File: config.mk
export PLATFORM = sky130hd
export DESIGN_NAME = spi_msg_slave
export DESIGN_NICKNAME = d
export VERILOG_FILES = /design/src/rtl/spi_msg_slave.sv
export SDC_FILE = /design/constraint.sdc
export NUM_CORES = 1
export LEC_CHECK = 0
export CAP_MARGIN = 20
export CORE_MARGIN = 5
export CORE_UTILIZATION = 64
export DETAILED_ROUTE_END_ITERATION = 8
export DONT_BUFFER_PORTS = 1
export GPL_ROUTABILITY_DRIVEN = 0
export PLACE_DENSITY = 0.8
export SYNTH_ARGS = -nofsm -noshare
export SYNTH_HDL_FRONTEND = slang
export SYNTH_SLANG_ARGS = --single-unit
File: constraint.sdc
create_clock -name clk -period 3.5 [get_ports clk]
set_input_delay 0.175 -clock clk [delete_from_list [all_inputs] [get_ports clk]]
set_output_delay 0.175 -clock clk [all_outputs]
set_load 0.02 [all_outputs]
File: src/rtl/spi_msg_slave.sv
module spi_msg_slave #(
  parameter int DEPTH = 32,
  parameter int LENW  = 16,
  localparam int AW   = $clog2(DEPTH)
) (
  input  logic            clk,
  input  logic            rst_n,
  input  logic            spi_sclk,
  input  logic            spi_cs_n,
  input  logic            spi_mosi,
  output logic            spi_miso,
  output logic            attn,
  input  logic            loc_we,
  input  logic [AW-1:0]   loc_addr,
  input  logic [7:0]      loc_wdata,
  output logic [7:0]      loc_rdata,
  input  logic            loc_post,
  input  logic [AW:0]     loc_post_len,
  input  logic            loc_busy,
  output logic            msg_ready,
  output logic [LENW-1:0] msg_len
);
  localparam logic [1:0] HDR_HI = 2'd0, HDR_LO = 2'd1, PAYLD = 2'd2, STRM = 2'd3;
  localparam logic [LENW-1:0] DEPTH_L = LENW'(DEPTH);
  localparam logic [AW:0]     DEPTH_A = (AW+1)'(DEPTH);

  logic [2:0] sck_s, cs_s;
  logic [1:0] mosi_s;
  logic [2:0] bitcnt;
  logic [6:0] rx_sh;
  logic [7:0] tx_sh, tx_hold, len_hi;
  logic [1:0] st;
  logic [LENW-1:0] hdr_len, wcnt;
  logic [AW:0] idx, slen, post_len;
  logic ovf, pending;
  logic [7:0] mem [DEPTH];

  wire cs_act   = !cs_s[1];
  wire cs_fall  = cs_s[2] & !cs_s[1];
  wire sck_rise = cs_act & !sck_s[2] & sck_s[1];
  wire sck_fall = cs_act & sck_s[2] & !sck_s[1];
  wire [7:0] byte_in = {rx_sh, mosi_s[1]};
  wire byte_done = sck_rise && bitcnt == 3'd7;
  wire [LENW-1:0] hdr_now = {len_hi, byte_in};

  function automatic logic [AW:0] cap_len(input logic [LENW-1:0] l);
    return (l > DEPTH_L) ? DEPTH_A : l[AW:0];
  endfunction

  wire [7:0] status = (pending ? 8'hA5 : loc_busy ? 8'h01 : 8'h00) | {ovf, 7'b0};
  wire spi_we = byte_done && st == PAYLD && wcnt < DEPTH_L;
  wire go_stream = byte_done && ((st == HDR_LO && hdr_now == '0) ||
                                 (st == PAYLD && (wcnt + 1'b1) == hdr_len));
  wire [AW:0] new_slen = pending ? post_len : cap_len(st == HDR_LO ? hdr_now : hdr_len);
  wire [7:0] first_byte = (st == PAYLD && wcnt == '0) ? byte_in : mem[0];

  assign spi_miso  = cs_act & tx_sh[7];
  assign loc_rdata = mem[loc_addr];

  always_ff @(posedge clk) begin
    if (spi_we) mem[wcnt[AW-1:0]] <= byte_in;
    else if (loc_we) mem[loc_addr] <= loc_wdata;
  end

  always_ff @(posedge clk or negedge rst_n) begin
    if (!rst_n) begin
      sck_s <= '0; cs_s <= '1; mosi_s <= '0;
      bitcnt <= '0; rx_sh <= '0; tx_sh <= '0; tx_hold <= '0; len_hi <= '0;
      st <= HDR_HI; hdr_len <= '0; wcnt <= '0; idx <= '0; slen <= '0;
      post_len <= '0; ovf <= 1'b0; pending <= 1'b0; attn <= 1'b0;
      msg_ready <= 1'b0; msg_len <= '0;
    end else begin
      sck_s  <= {sck_s[1:0], spi_sclk};
      cs_s   <= {cs_s[1:0], spi_cs_n};
      mosi_s <= {mosi_s[0], spi_mosi};
      msg_ready <= 1'b0;
      if (!cs_act) begin
        st <= HDR_HI;
        bitcnt <= '0;
      end else if (cs_fall) begin
        tx_sh <= status;
        tx_hold <= status;
        ovf <= 1'b0;
        bitcnt <= '0;
        st <= HDR_HI;
      end else begin
        if (sck_rise) begin
          rx_sh <= byte_in[6:0];
          bitcnt <= bitcnt + 1'b1;
        end
        if (sck_fall) tx_sh <= (bitcnt == 3'd0) ? tx_hold : {tx_sh[6:0], 1'b0};
        if (byte_done) begin
          case (st)
            HDR_HI: begin
              len_hi <= byte_in;
              st <= HDR_LO;
            end
            HDR_LO: begin
              hdr_len <= hdr_now;
              wcnt <= '0;
              if (hdr_now > DEPTH_L) ovf <= 1'b1;
              st <= PAYLD;
            end
            PAYLD: begin
              wcnt <= wcnt + 1'b1;
              if ((wcnt + 1'b1) == hdr_len) begin
                msg_ready <= 1'b1;
                msg_len <= hdr_len;
              end
            end
            default: begin
              if (idx < slen) begin
                tx_hold <= mem[idx[AW-1:0]];
                idx <= idx + 1'b1;
              end
            end
          endcase
        end
        if (go_stream) begin
          st <= STRM;
          slen <= new_slen;
          if (new_slen != '0) begin
            tx_hold <= first_byte;
            idx <= (AW+1)'(1);
          end else begin
            idx <= '0;
          end
          if (pending) begin
            pending <= 1'b0;
            attn <= 1'b0;
          end
        end
      end
      if (loc_post) begin
        pending <= 1'b1;
        attn <= 1'b1;
        post_len <= loc_post_len;
      end
    end
  end
endmodule

==> results_dict.tcl <==
set metrics [dict create \
    synthSimpleGateAreaFrac_pct 6.76 \
    rows 61 \
    grt-ovfl-total 0 \
    power_density_mw_per_mm2 482 \
    worstSetupStartpointType "flip-flop" \
    synthAdderAreaFrac_pct 1.11 \
    yosysTopAreaCell "edfxtp_1" \
    cts_tree "built" \
    clkTransAtPathRegs_ns 0.06 \
    max-slew-margin-rel_pct 26.7 \
    syn_inst 1157 \
    finalPower_mw 9.69 \
    synth_top_family_by_area "multiplexers" \
    htree_levels 2 \
    synth_edf_count 256 \
    place_hpwl_mm 29.1 \
    multi_input_area_mm2 0.00715 \
    worstPathArrival_ns 3.52 \
    wl_per_cell_um 28.4 \
    fp.dieW_um 178 \
    stdcell_count 1601 \
    path_class "flip-flop to flip-flop" \
    synth_compound_area_share_pct 5.79 \
    status "finished, final reports clean" \
    regArea_mm2 0.0105 \
    start_util_pct 65.0 \
    drcViolationCount 0 \
    grt_setup_unrepaired "false" \
    fmax_mhz 305 \
    setup_tns_ns 0 \
    yosys-top-cells-count "edfxtp_1, mux4_2, dfrtp_1" \
    portBuffers 0 \
    viasPerCell 7.00 \
    insertion_delay_ns 0.54 \
    synth_mux_area_share_pct 24.6 \
    crit_fanout 11 \
    reg2reg_slack_ns 0.22 \
    root_buffer "clkbuf_16" \
    yosys.area.top_type_share_pct 42.5 \
    setup.worst_path.end "mem[29][7]" \
    yosys_warnings 0 \
    hold_violations 0 \
    synth_xor_area_share_pct 1.21 \
    dp_slack_ns 0.300 \
    num_vias 11200 \
    syn-num-nets 1200 \
    synth.avg_cell_area_um2 15.7 \
    end_kind "flip-flop" \
    synth_area_leaders "edfxtp_1, mux4_2, dfrtp_1, mux2_2, mux2i_1" \
    synth_flop_cell "edfxtp_1" \
    clock_path_buffers 3 \
    setup_ws_ns 0.225 \
    drtPass1Iterations 5 \
    p_leak_nw 7.21 \
    syn_to_final_growth_pct 11.1 \
    regToRegEndpoint "mem[29][7]" \
    grt_max_degree 115 \
    wl_mm 45.5 \
    crit_start "wcnt[12]" \
    tightest_slew_ns 1.09 \
    peakVddDrop_uv 508 \
    fill_cells 1687 \
    antenna_found_initial 6 \
    ys_seq_area_share_pct 58.2 \
    skew_ns 0.0258 \
    slew_viol_final 0 \
    cap_violations 0 \
    syn-cell-area_mm2 0.0181 \
    yosysUniqueCellTypes 62 \
    io_pins 54 \
    fin_nets 1235 \
    post-route-min-period_ns 3.28 \
    post_cts_buffers 0 \
    grt_pass1_vias 11500 \
    drtIter0Drc 1232 \
    ys_ff_latch 370 \
    ant_nets 0 \
    fin_util_pct 72.2 \
    place_inst 1515 \
    final-setup-viol-count 0 \
    grt_pass1_wl_mm 69.6 \
    grt.total_usage_pct 29.4 \
    clkSinkCount 370 \
    r2r-start "wcnt[12]" \
    cts_buffers 39 \
    required_ns 3.74 \
    hold_class "input pin to flip-flop" \
    async_reset_ff_share_pct 30.8 \
    reg2reg_depth 9 \
    die_y_um 178 \
    fp.dieArea_mm2 0.0318 \
    yosysMostFrequentCell "edfxtp_1" \
    post-route-period-util_pct 93.6 \
    drive_above_1_share_pct 29.3 \
    coreArea_mm2 0.0279 \
]
critical path: stages, from the launching register on:
cell	delay [ns]
dfrtp_1	0.46
nor4_1	0.52
and3_1	0.25
and2_1	0.31
nand2b_1	0.39
nand3_1	0.11
o21ai_0	0.17
nand2_1	0.22
nor2_1	0.32
buf_4	0.23
where the power goes:
group	internal [mW]	switching, mW
Clock	2.43	1.72
Sequential	4.88	0.0868
Combinational	0.219	0.359
metal layers:
metal / global-route usage, % / wire, um
met2: 47.9 / 22300
met3: 6.15 / 4450
met4: 9.79 / 1630
met1: 40.4 / 17100
met5: 0 / 41
sequential cells by signal (all words and copies together), names as in the netlist, 2 cells and up:
signal and flops:
slen 6, tx_sh 8, rx_sh 7, len_hi 8, idx 6, bitcnt 3, st 2, hdr_len 16
tx_hold 8, mosi_s 2, msg_len 16, mem 256, wcnt 16, sck_s 3, post_len 6, cs_s 3
logic make-up after synthesis:
| kind of cell | after synthesis |
|---|---|
| and+or+nand+nor | 237 |
| DFF | 370 |
| AOI/OAI and AO/OA | 163 |
| muxes | 249 |
| xor gates and xnor gates | 25 |
| buffers and inverters | 97 |
| adders and majority gates | 16 |
metrics by stage:
stage / hold slack (ns) / area [um^2]
after floorplan: -0.121 / 18100
after global placement: -0.115 / 18700
after detailed placement: -0.116 / 18700
after CTS: 0.156 / 20100
after global routing: 0.177 / 20100
final: 0.176 / 20100
what timing repair did:
action                                  CTS  global route
hold buffers                             13             0
endpoints found under the setup margin    0             0
hold endpoints to repair                126             0
gates resized for setup                   0             0
placed cells by master, fill, tap and decap left out, types with 10 or more instances in the layout:
| cell type | Yosys | layout |
|---|---|---|
| mux4_2 | 150 | 150 |
| ha_1 | 16 | 16 |
| inv_1 | 22 | 22 |
| mux2_2 | 71 | 71 |
| a22oi_1 | 22 | 22 |
| xnor2_1 | 17 | 17 |
| mux2i_1 | 28 | 28 |
| o21ai_0 | 55 | 55 |
| nand3_1 | 15 | 15 |
| o31ai_1 | 11 | 11 |
| dfrtp_1 | 111 | 109 |
| nand2_1 | 67 | 67 |
| nor2_1 | 63 | 63 |
| buf_4 | 2 | 54 |
| nand4_1 | 11 | 11 |
| nor2b_1 | 18 | 18 |
| edfxtp_1 | 256 | 256 |
| and2_1 | 10 | 10 |
| dlygate4sd3_1 | 0 | 12 |
| clkbuf_16 | 0 | 39 |
| a21oi_1 | 28 | 28 |
how the worst min path moves through the flow:
stage,start,cells after the start,to,slack [ns]
final,loc_addr[3],3,mem[19][7],0.18
after global routing,spi_cs_n,1,cs_s[0],0.18
after CTS,loc_addr[3],3,mem[19][7],0.16
after detailed placement,rst_n,0,wcnt[11],-0.12
after global placement,rst_n,0,msg_ready,-0.12
after floorplan,rst_n,0,attn,-0.12
area by class of cell:
type	count	share of cell area, %
flip-flops and latches	370	52.4
multi-input cells	690	35.5
clock buffers	50	5.20
repair buffers	69	2.95
well taps	378	2.35
clock inverters	19	1.11
inverters	22	0.410
diodes	3	0.0373
(Power assumes the default switching activity.)
